### src/rtl/serial_gate_pkg.sv
package serial_gate_pkg;

  typedef struct packed {
    logic ser_before;
    logic ser_after;
    logic store_cond;
    logic ctrl_reg;
    logic nonspec;
    logic faulted;
  } insn_class_t;

endpackage

### src/rtl/serial_gate_thread.sv
module serial_gate_thread #(
  parameter int SEQ_W = 16
) (
  input  logic             clk,
  input  logic             rst,
  input  logic [SEQ_W-1:0] seq,
  input  logic             arm_mark,
  input  logic             disarm_mark,
  input  logic             raise_bar,
  input  logic             lower_bar,
  output logic             mark,
  output logic [SEQ_W-1:0] mark_seq,
  output logic             bar,
  output logic [SEQ_W-1:0] bar_seq
);

  always_ff @(posedge clk) begin
    if (rst) begin
      mark     <= 1'b0;
      mark_seq <= '0;
    end else if (arm_mark) begin
      mark     <= 1'b1;
      mark_seq <= seq;
    end else if (disarm_mark) begin
      mark     <= 1'b0;
    end
  end

  always_ff @(posedge clk) begin
    if (rst) begin
      bar     <= 1'b0;
      bar_seq <= '0;
    end else if (raise_bar) begin
      bar     <= 1'b1;
      bar_seq <= seq;
    end else if (lower_bar) begin
      bar     <= 1'b0;
    end
  end

endmodule

### src/rtl/serial_gate_decide.sv
module serial_gate_decide
  import serial_gate_pkg::*;
#(
  parameter int SEQ_W = 16
) (
  input  logic             valid,
  input  insn_class_t      cls,
  input  logic             oldest,
  input  logic [SEQ_W-1:0] seq,
  input  logic             mark,
  input  logic [SEQ_W-1:0] mark_seq,
  input  logic             bar,
  input  logic [SEQ_W-1:0] bar_seq,
  output logic             stall,
  output logic             proceed,
  output logic             fault_pass,
  output logic             arm_mark,
  output logic             disarm_mark,
  output logic             raise_bar
);

  logic promoted;
  logic needs_drain;
  logic gate_ok;
  logic held_by_bar;

  always_comb begin
    promoted    = mark && (seq > mark_seq);
    needs_drain = cls.ser_before || cls.ctrl_reg || promoted;
    gate_ok     = !needs_drain || oldest;
    held_by_bar = bar && (seq > bar_seq) && !cls.faulted;

    stall       = valid && (!gate_ok || held_by_bar);
    proceed     = valid && !stall;
    fault_pass  = proceed && cls.faulted;
    arm_mark    = valid && gate_ok && (cls.ser_after || cls.store_cond);
    disarm_mark = valid && gate_ok && promoted;
    raise_bar   = proceed && cls.nonspec && !cls.faulted;
  end

endmodule

### src/rtl/serial_gate.sv
module serial_gate
  import serial_gate_pkg::*;
#(
  parameter int THREADS = 2,
  parameter int SEQ_W   = 16,
  localparam int TID_W  = (THREADS > 1) ? $clog2(THREADS) : 1
) (
  input  logic             clk,
  input  logic             rst,
  input  logic             in_valid,
  input  logic [TID_W-1:0] in_tid,
  input  logic [SEQ_W-1:0] in_seq,
  input  logic             in_ser_before,
  input  logic             in_ser_after,
  input  logic             in_store_cond,
  input  logic             in_ctrl_reg,
  input  logic             in_nonspec,
  input  logic             in_faulted,
  input  logic             in_oldest,
  input  logic             grad_valid,
  input  logic [TID_W-1:0] grad_tid,
  output logic             stall,
  output logic             proceed,
  output logic             fault_pass
);

  insn_class_t cls;
  logic [THREADS-1:0] mark_v;
  logic [THREADS-1:0] bar_v;
  logic [SEQ_W-1:0]   mark_seq_v [THREADS];
  logic [SEQ_W-1:0]   bar_seq_v  [THREADS];

  logic             sel_mark;
  logic             sel_bar;
  logic [SEQ_W-1:0] sel_mark_seq;
  logic [SEQ_W-1:0] sel_bar_seq;
  logic             arm_mark;
  logic             disarm_mark;
  logic             raise_bar;

  always_comb begin
    cls.ser_before = in_ser_before;
    cls.ser_after  = in_ser_after;
    cls.store_cond = in_store_cond;
    cls.ctrl_reg   = in_ctrl_reg;
    cls.nonspec    = in_nonspec;
    cls.faulted    = in_faulted;
  end

  always_comb begin
    sel_mark     = 1'b0;
    sel_bar      = 1'b0;
    sel_mark_seq = '0;
    sel_bar_seq  = '0;
    for (int i = 0; i < THREADS; i++) begin
      if (in_tid == TID_W'(i)) begin
        sel_mark     = mark_v[i];
        sel_bar      = bar_v[i];
        sel_mark_seq = mark_seq_v[i];
        sel_bar_seq  = bar_seq_v[i];
      end
    end
  end

  serial_gate_decide #(.SEQ_W(SEQ_W)) u_decide (
    .valid       (in_valid),
    .cls         (cls),
    .oldest      (in_oldest),
    .seq         (in_seq),
    .mark        (sel_mark),
    .mark_seq    (sel_mark_seq),
    .bar         (sel_bar),
    .bar_seq     (sel_bar_seq),
    .stall       (stall),
    .proceed     (proceed),
    .fault_pass  (fault_pass),
    .arm_mark    (arm_mark),
    .disarm_mark (disarm_mark),
    .raise_bar   (raise_bar)
  );

  for (genvar t = 0; t < THREADS; t++) begin : g_thr
    logic mine;
    assign mine = (in_tid == TID_W'(t));
    serial_gate_thread #(.SEQ_W(SEQ_W)) u_thr (
      .clk         (clk),
      .rst         (rst),
      .seq         (in_seq),
      .arm_mark    (arm_mark && mine),
      .disarm_mark (disarm_mark && mine),
      .raise_bar   (raise_bar && mine),
      .lower_bar   (grad_valid && (grad_tid == TID_W'(t))),
      .mark        (mark_v[t]),
      .mark_seq    (mark_seq_v[t]),
      .bar         (bar_v[t]),
      .bar_seq     (bar_seq_v[t])
    );
  end

endmodule

### config.mk
export PLATFORM = sky130hd
export DESIGN_NAME = serial_gate
export DESIGN_NICKNAME = d
export VERILOG_FILES = /design/src/rtl/serial_gate_pkg.sv /design/src/rtl/serial_gate_thread.sv /design/src/rtl/serial_gate_decide.sv /design/src/rtl/serial_gate.sv
export SDC_FILE = /design/constraint.sdc
export NUM_CORES = 1
export LEC_CHECK = 0
export BUFFER_PORTS_ARGS = -buffer_cell sky130_fd_sc_hd__buf_2
export CAP_MARGIN = 20
export CORE_MARGIN = 2
export CORE_UTILIZATION = 56
export CTS_CLUSTER_DIAMETER = 200
export DETAILED_ROUTE_END_ITERATION = 12
export PLACE_DENSITY_LB_ADDON = 0.2
export SETUP_SLACK_MARGIN = 0.1
export SLEW_MARGIN = 20
export SYNTH_ARGS = -nofsm -noshare
export SYNTH_HDL_FRONTEND = slang
export SYNTH_SLANG_ARGS = --single-unit
### constraint.sdc
create_clock -name clk -period 4.9 [get_ports clk]
set_input_delay 0.735 -clock clk [delete_from_list [all_inputs] [get_ports clk]]
set_output_delay 0.735 -clock clk [all_outputs]
set_load 0.05 [all_outputs]
==> results of run 1 <==
-- metrics by stage --
step / area, um2 / total power, mW / cells
after floorplan: 3870 / 0.711 / 422
after global placement: 4040 / 0.762 / 513
after detailed placement: 4040 / 0.766 / 513
after CTS: 4280 / 1.32 / 528
after global routing: 4280 / 1.36 / 528
final: 4280 / 1.31 / 528
-- kinds of logic after synthesis --
logic type | count (synthesis)
and+or+nand+nor | 126
AOI/OAI and AO/OA | 98
DFF | 68
muxes | 66
buffers and inverters | 32
adders and majority gates | 32
-- layer usage --
| layer | track usage | up-vias | wire length [um] |
|---|---|---|---|
| li1 | - | 1573 | - |
| met1 | 0.350 | 1530 | 4230 |
| met2 | 0.393 | 78 | 4180 |
| met3 | 0.0436 | 17 | 426 |
| met4 | 0.0909 | 0 | 182 |
| met5 | 0 | - | 0 |
-- sequential cells by signal, indices dropped and copies added (netlist names) --
name,cells
g_thr.u_thr.bar,2
g_thr.u_thr.mark_seq,32
g_thr.u_thr.mark,2
g_thr.u_thr.bar_seq,32
-- power by group --
group / internal, mW / switching (mW) / leakage (nW)
Clock: 0.348 / 0.211 / 0.122
Sequential: 0.568 / 0.00736 / 0.551
Combinational: 0.0694 / 0.111 / 1.18
-- cell type report --
type	instances	area share
clock buffers	10	0.0322
clock inverters	5	0.0234
inverters	3	0.00263
multi-input cells	322	0.548
flip-flops and latches	68	0.318
well taps	80	0.0234
repair buffers	40	0.0521
-- worst paths after layout --
check             slack (ps)                   endpoint  cells after the start                        from
setup / recovery         380                 fault_pass                     11                      in_tid
hold / removal           460         g_thr[1].u_thr.bar                      2          g_thr[1].u_thr.bar
setup reg to reg        1450  g_thr[1].u_thr.bar_seq[2]                     10  g_thr[1].u_thr.mark_seq[0]
hold reg to reg          460         g_thr[1].u_thr.bar                      2          g_thr[1].u_thr.bar
-- worst register-to-register path, delay by kind of cell (launching register included) --
kind / cells / cell delay, ps
DFF: 1 / 320
and+or+nand+nor: 3 / 1370
muxes: 2 / 420
adders and majority gates: 1 / 280
buffers and inverters: 2 / 560
AOI/OAI and AO/OA: 2 / 380
-- placed cells by master, fill, tap and decap left out, types with 2 or more instances in the layout --
cell type / synthesis / routed
o211ai_1: 2 / 2
o21ai_0: 36 / 36
mux2_2: 3 / 3
mux2i_1: 63 / 63
nand2b_1: 49 / 49
inv_1: 3 / 3
or4_1: 2 / 2
ha_1: 32 / 32
clkinv_2: 0 / 2
nor2b_1: 3 / 3
nand2_1: 13 / 13
buf_4: 0 / 9
a21boi_0: 2 / 2
dfxtp_1: 68 / 68
nand3_1: 35 / 35
o41ai_1: 2 / 2
a21oi_1: 48 / 48
nor2_1: 6 / 6
clkbuf_8: 0 / 10
buf_2: 1 / 31
bufinv_16: 0 / 3
nand4_1: 7 / 7
nor3_1: 4 / 4
==> run_results.csv, run 1 <==
group,metric,value,unit
timing,finalSetupViolations,0,
logic_synthesis,synth-async-reset-ratio,0,
grt,antenna_found_initial,0,
placed_design,gp_congestion,0.792,
cells_and_area,drive_above_1_share,0.143,
route,firstDrtPassIters,4,
route,vias,3198,
clocking,cts_tree,"yes",
cells_and_area,fillers,569,
floorplanning,die_w,87.2,um
placed_design,port_buffers,31,
timing,drv_slew,0,
grt,grt_pass1_wl,14.9,mm
route,wl_per_cell,17.1,um
cells_and_area,area_growth,10.4,%
power,power.leakage,1.85,nW
logic_synthesis,ys_warn_count,0,
cells_and_area,multi_input_area,2340,um2
clocking,ctsResizeCount,0,
clocking,cts_setup_buffers,0,
critical_path,startpoint_type,"primary input",
logic_synthesis,synth_top_area_frac,0.351,
cells_and_area,fin_nets,505,
logic_synthesis,synth-edff-count,0,
critical_path,critPathBufInv,3,
timing,hold_violations,0,
logic_synthesis,synth_cell_types,38,
logic_synthesis,synth_xor_xnor_area_share,0,
power,p_per_area,307,nW/um2
floorplanning,ios,32,
clocking,cts_hold_buf,0,
critical_path,crit_chain,"buf_2 > buf_4 > mux2i_1 > ha_1 > nand4_1 > or4_4 > a211oi_2 > a311oi_2 > nor3_1 > and3_1 > buf_2",
floorplanning,die_area,7600,um2
route,initialDrtViolationCount,213,
floorplanning,dieHeight,87.2,um
logic_synthesis,yosys.cell_count.top_type,"dfxtp_1",
critical_path,cp_data_required_time,4160,ps
timing,holdWs,460,ps
logic_synthesis,synth-simple-area-share,0.183,
logic_synthesis,synth-compound-area-share,0.147,
clocking,clkLatencyLatePin,340,ps
timing,layout_setup_ws,382,ps
logic_synthesis,syn-num-nets,483,
run_status,status,"completed",
logic_synthesis,synth_top_cell_by_area,"dfxtp_1",
critical_path,critPathKind,"in -> out",
logic_synthesis,synth.area.top_cells,"dfxtp_1, mux2i_1, ha_1",
cells_and_area,register_area,1360,um2
flow_run,cap_violations,0,
critical_path,crit_family,"simple AND/OR/NAND/NOR gates",
power,vdd_drop_max,0.248,mV
logic_synthesis,syn_avg_cell_area,9.18,um2
hold_path,hold_path_class,"reg -> reg",
critical_path,crit_path_end_kind,"output pin",
logic_synthesis,netlist_instances,422,
logic_synthesis,synth_seq_cells,68,
logic_synthesis,synthTopCellsByCount,"dfxtp_1, mux2i_1, nand2b_1",
grt,grt_max_degree,85,
floorplanning,rows,30,
critical_path,critPathSlowestCell,"or4_4",
critical_path,crit_path_max_fanout,15,
floorplanning,core_area,6760,um2
critical_path,cp.arrival,3780,ps
logic_synthesis,synth_top_family_by_area,"simple AND/OR/NAND/NOR gates",
placed_design,dp_hpwl,6.15,mm
logic_synthesis,syn-cell-area,3870,um2
timing,tns,0,ps
placed_design,place_ws,412,ps
logic_synthesis,synthAdderAreaFrac,0.103,
critical_path,max_stage_delay,550,ps
route,via_per_inst,6.06,
logic_synthesis,yosysSeqAreaShare,0.351,
clocking,cts_max_level,3,
timing,fin_skew,8.75,ps
timing,slew_headroom,0.514,
cells_and_area,final_util,0.633,
timing,rsz0062_at_grt,"no",
cells_and_area,diodes,0,
timing,fmaxAchievable,221,MHz
logic_synthesis,ys.flop_type,"dfxtp_1",
clocking,cts_max_path_buffers,2,
clocking,cts_buffers,9,
logic_synthesis,muxShareOfSynthArea,0.172,
grt,grt_pass1_vias,3061,
grt,overflow,0,
timing,fin_crit,4520,ps
clocking,cts_sinks,68,
route,drcViolationCount,0,
floorplanning,start_util,0.573,
route,drtAntennaViolNets,0,
route,wl,9.02,mm
timing,tightest_slew,728,ps
clocking,clk_pin_slew,80,ps
clocking,root_buffer,"clkbuf_8",
critical_path,cpMostUsedCell,"buf_2",
timing,period_share,0.922,
grt,grt_usage,0.252,
(Power assumes the default switching activity.)
==> inputs of run 2 (changes only) <==
--- a/config.mk
+++ b/config.mk
@@ -5,7 +5,7 @@
 export SDC_FILE = /design/constraint.sdc
 export NUM_CORES = 1
 export LEC_CHECK = 0
-export BUFFER_PORTS_ARGS = -buffer_cell sky130_fd_sc_hd__buf_2
+export BUFFER_PORTS_ARGS = -buffer_cell sky130_fd_sc_hd__buf_4
 export CAP_MARGIN = 20
 export CORE_MARGIN = 2
 export CORE_UTILIZATION = 56
==> run_results.csv, run 2 (same netlist as run 1, synthesis figures left out) <==
group,metric,value,unit
run_status,status,"completed",
route,initialDrtViolationCount,251,
clocking,cts_max_path_buffers,2,
critical_path,startpoint_type,"primary input",
clocking,root_buffer,"clkbuf_8",
timing,slew_headroom,0.513,
cells_and_area,final_common_cell,"dfxtp_1",
clocking,clkLatencyLatePin,360,ps
timing,rsz0062_at_grt,"no",
timing,period_share,0.894,
route,wl_per_cell,17.2,um
grt,grt_usage,0.260,
flow_run,cap_violations,0,
cells_and_area,area_growth,11.3,%
timing,fmaxAchievable,228,MHz
placed_design,dp_cells,514,
clocking,cts_buffers,9,
route,firstDrtPassIters,4,
cells_and_area,fillers,592,
power,vdd_drop_max,0.180,mV
timing,finalSetupViolations,0,
cells_and_area,final_cell_count_no_fill,530,
clocking,cts_tree,"yes",
critical_path,crit_path_max_fanout,30,
critical_path,startpoint,"in_tid",
floorplanning,die_area,7600,um2
grt,overflow,0,
clocking,cts_sinks,68,
floorplanning,start_util,0.573,
critical_path,cp.arrival,3650,ps
placed_design,gp_congestion,0.867,
cells_and_area,diodes,0,
timing,hold_violations,0,
power,p_per_area,278,nW/um2
route,via_per_inst,5.98,
route,vias,3171,
hold_path,holdCritStartpoint,"g_thr[1].u_thr.bar",
cells_and_area,top_regs,"g_thr.u_thr.bar_seq: 32 flops, g_thr.u_thr.mark_seq: 32 flops",
floorplanning,ios,32,
cells_and_area,final_cell_mix,"dfxtp_1, mux2i_1, nand2b_1",
placed_design,port_buffers,31,
power,total_power,1.20,mW
grt,grt_pass1_wl,15.4,mm
grt,grt_pass1_vias,3148,
route,wl,9.14,mm
cells_and_area,drive_above_1_share,0.147,
clocking,cts_hold_buf,0,
clocking,cts_max_level,3,
grt,grt_max_degree,85,
route,drcViolationCount,0,
timing,tightest_slew,731,ps
grt,antenna_found_initial,0,
power,power.leakage,1.84,nW
timing,fin_crit,4380,ps
timing,drv_slew,0,
critical_path,critPathKind,"in -> out",
clocking,clk_pin_slew,70,ps
critical_path,crit_path_end_kind,"output pin",
placed_design,dp_hpwl,6.35,mm
floorplanning,die_w,87.2,um
critical_path,cp_data_required_time,4160,ps
clocking,ctsResizeCount,0,
cells_and_area,fin_nets,506,
clocking,cts_setup_buffers,0,
floorplanning,rows,30,
route,drtAntennaViolNets,0,
hold_path,hold_path_class,"reg -> reg",
timing,fin_skew,11.6,ps
critical_path,r2r_cells,10,
timing,tns,0,ps
floorplanning,core_area,6760,um2
floorplanning,dieHeight,87.2,um
critical_path,timing.rr.start,"g_thr[0].u_thr.mark_seq[15]",
hold_path,holdPathStages,2,
## run 2: changes by cell type in the layout (fill, tap and decap cells not counted), sizes merged
cell / before / now
bufinv: 3 / 0
clkinvlp: 0 / 3
buf: 40 / 41
inv: 3 / 4
## run 2: stage by stage
step	cell area [um2]	hold slack [ps]	utilization	worst slack [ps]
6_report	4310	459	0.638	517
5_1_grt	4310	480	0.638	342
4_1_cts	4310	462	0.638	517
3_5_place_dp	4120	452	0.610	529
3_3_place_gp	4120	444	0.610	542
2_1_floorplan	3870	436	-	360
## run 2: final cells by class
| class | instances | area (um2) | share of cell area |
|---|---|---|---|
| Clock inverter | 6 | 48.8 | 0.0113 |
| Timing Repair Buffer | 41 | 308 | 0.0714 |
| Sequential cell | 68 | 1360 | 0.316 |
| Clock buffer | 10 | 138 | 0.0319 |
| Multi-Input combinational cell | 322 | 2340 | 0.544 |
| Tap cell | 80 | 100 | 0.0232 |
| Inverter | 3 | 11.3 | 0.00261 |
## run 2: path summary, 6_finish.rpt
| check | to | slack (ps) |
|---|---|---|
| hold reg to reg | g_thr[1].u_thr.bar | 460 |
| hold / removal | g_thr[1].u_thr.bar | 460 |
| setup / recovery | fault_pass | 520 |
| setup reg to reg | g_thr[1].u_thr.bar_seq[1] | 1680 |
## run 2: where the power goes
part           internal, mW  leakage, nW  switching [mW]
registers             0.568        0.551         0.00728
clock network         0.200       0.0851           0.232
logic                0.0777         1.21           0.112
## run 2: routing by layer
metal / part of all wire / wire (um) / global-route usage
met5: 0 / 0 / 0
met4: 0.015 / 139 / 0.0755
met3: 0.063 / 576 / 0.0635
met2: 0.46 / 4210 / 0.392
met1: 0.46 / 4220 / 0.371
## run 2: worst max-delay path, cell delays in order
cell,delay [ps]
buf_4,400
mux2_2,390
ha_1,270
nand4_1,80
or4_4,550
a211oi_2,290
a311oi_2,90
nor3_1,370
and3_1,250
buf_4,210
==> inputs of run 3 (changes only) <==
--- a/config.mk
+++ b/config.mk
@@ -11,6 +11,7 @@
 export CORE_UTILIZATION = 56
 export CTS_CLUSTER_DIAMETER = 200
 export DETAILED_ROUTE_END_ITERATION = 12
+export MAX_ROUTING_LAYER = met4
 export PLACE_DENSITY_LB_ADDON = 0.2
 export SETUP_SLACK_MARGIN = 0.1
 export SLEW_MARGIN = 20
==> constraint.sdc (replaced) <==
create_clock -name clk -period 4.9 [get_ports clk]
set_input_delay 0.245 -clock clk [delete_from_list [all_inputs] [get_ports clk]]
set_output_delay 0.245 -clock clk [all_outputs]
set_load 0.05 [all_outputs]
==> run_results.csv, run 3 (same netlist as run 1, synthesis figures left out) <==
group,metric,value,unit
power,vdd_drop_max,0.163,mV
cells_and_area,final_cell_mix,"dfxtp_1, mux2i_1, nand2b_1",
timing,drv_slew,0,
grt,grt_usage,0.250,
timing,period_share,0.790,
cells_and_area,diodes,0,
cells_and_area,fin_nets,500,
timing,hold_violations,0,
route,drtAntennaViolNets,0,
cells_and_area,final_cell_count_no_fill,522,
clocking,cts_tree,"yes",
floorplanning,dieHeight,87.2,um
critical_path,cp.arrival,3620,ps
power,power.leakage,1.83,nW
grt,overflow,0,
power,p_sw,0.321,mW
placed_design,port_buffers,31,
route,firstDrtPassIters,5,
floorplanning,rows,30,
clocking,clkLatencyLatePin,350,ps
clocking,cts_max_level,3,
route,via_per_inst,6.03,
clocking,cts_hold_buf,0,
grt,grt_max_degree,85,
placed_design,dp_cells,508,
critical_path,endpoint,"fault_pass",
floorplanning,die_area,7600,um2
timing,fin_skew,7.79,ps
timing,fin_crit,3870,ps
clocking,root_buffer,"clkbuf_8",
floorplanning,core_area,6760,um2
route,vias,3150,
flow_run,cap_violations,0,
route,drcViolationCount,0,
timing,tns,0,ps
critical_path,rr_endpoint,"g_thr[1].u_thr.bar_seq[6]",
placed_design,gp_congestion,0.758,
floorplanning,start_util,0.573,
cells_and_area,area_growth,10.6,%
power,clockPowerShare,0.396,
clocking,clk_pin_slew,70,ps
clocking,ctsResizeCount,0,
cells_and_area,drive_above_1_share,0.127,
timing,tightest_slew,1020,ps
clocking,cts_sinks,68,
critical_path,crit_path_end_kind,"output pin",
critical_path,crit_path_max_fanout,38,
floorplanning,die_w,87.2,um
route,wl,8.73,mm
cells_and_area,final_common_cell,"dfxtp_1",
grt,antenna_found_initial,0,
power,p_per_area,294,nW/um2
critical_path,critPathKind,"in -> out",
timing,slew_headroom,0.318,
power,combPwrFrac,0.147,
power,swShare,0.254,
timing,rsz0062_at_grt,"no",
power,pwr-share-seq,0.457,
clocking,cts_max_path_buffers,2,
floorplanning,ios,32,
route,wl_per_cell,16.7,um
critical_path,startpoint_type,"primary input",
hold_path,hold_path_class,"in -> reg",
critical_path,reg2reg_slack,1570,ps
clocking,cts_setup_buffers,0,
route,initialDrtViolationCount,177,
hold_path,holdCritStartpoint,"grad_tid",
placed_design,dp_hpwl,5.93,mm
critical_path,cp_data_required_time,4660,ps
run_status,status,"completed",
clocking,cts_buffers,9,
critical_path,startpoint,"in_tid",
grt,grt_pass1_wl,14.4,mm
critical_path,r2r_cells,8,
critical_path,timing.rr.start,"g_thr[0].u_thr.mark_seq[15]",
cells_and_area,top_regs,"g_thr.u_thr.bar_seq: 32 flops, g_thr.u_thr.mark_seq: 32 flops",
grt,grt_pass1_vias,2943,
timing,fmaxAchievable,258,MHz
power,p_int,0.939,mW
timing,finalSetupViolations,0,
-- run 3: cell count changes in the layout (fill, tap and decap cells not counted), sizes merged --
cell and change:
buf -6, clkinvlp -3, bufinv +2, clkbuf +2, clkinv -2, inv -1
-- run 3: routing by layer --
layer  global-route usage  vias up  share of wire
li1                     -     1558              -
met5                    -        -              0
met1                0.331     1493           0.47
met2                0.390       85           0.48
met4               0.0895        0          0.017
met3               0.0370       14          0.043
-- run 3: cell type report --
cell class / instances / area [um2]
clock buffer: 12 / 145
clock inverter: 2 / 60.1
fill: 596 / 2470
inverter: 3 / 11.3
multi-input combinational: 322 / 2340
sequential: 68 / 1360
tap: 80 / 100
timing repair buffer: 35 / 263
-- run 3: critical path, stage by stage --
cell	delay, ps
buf_4	490
mux2_2	410
ha_1	270
nand4_1	90
or4_4	550
a211oi_2	300
a311oi_2	100
buf_4	280
nor3_1	390
and3_1	250
buf_4	210
-- run 3: power by group through the flow --
stage | clock, mW | combinational, mW | sequential [mW]
after floorplan | 0 | 0.126 | 0.586
after global placement | 0 | 0.180 | 0.587
after detailed placement | 0 | 0.185 | 0.588
after CTS | 0.508 | 0.186 | 0.575
after global routing | 0.536 | 0.205 | 0.576
final | 0.499 | 0.185 | 0.575
-- run 3: worst min path at each step --
stage,end,cells past startpoint
2_1_floorplan,g_thr[0].u_thr.mark_seq[0],2
6_report,g_thr[1].u_thr.bar,4
4_1_cts,g_thr[1].u_thr.bar,4
3_3_place_gp,g_thr[1].u_thr.mark,2
3_5_place_dp,g_thr[1].u_thr.bar,2
5_1_grt,g_thr[1].u_thr.bar,4
-- run 3: stage by stage --
step | total power [mW] | instance area, um2 | utilization | hold slack [ps] | setup WS, ps
2_1_floorplan | 0.711 | 3870 | - | 393 | 1270
3_3_place_gp | 0.768 | 4080 | 0.604 | 447 | 1040
3_5_place_dp | 0.773 | 4080 | 0.604 | 446 | 952
4_1_cts | 1.27 | 4280 | 0.634 | 160 | 1040
5_1_grt | 1.32 | 4280 | 0.634 | 179 | 860
6_report | 1.26 | 4280 | 0.634 | 164 | 1030
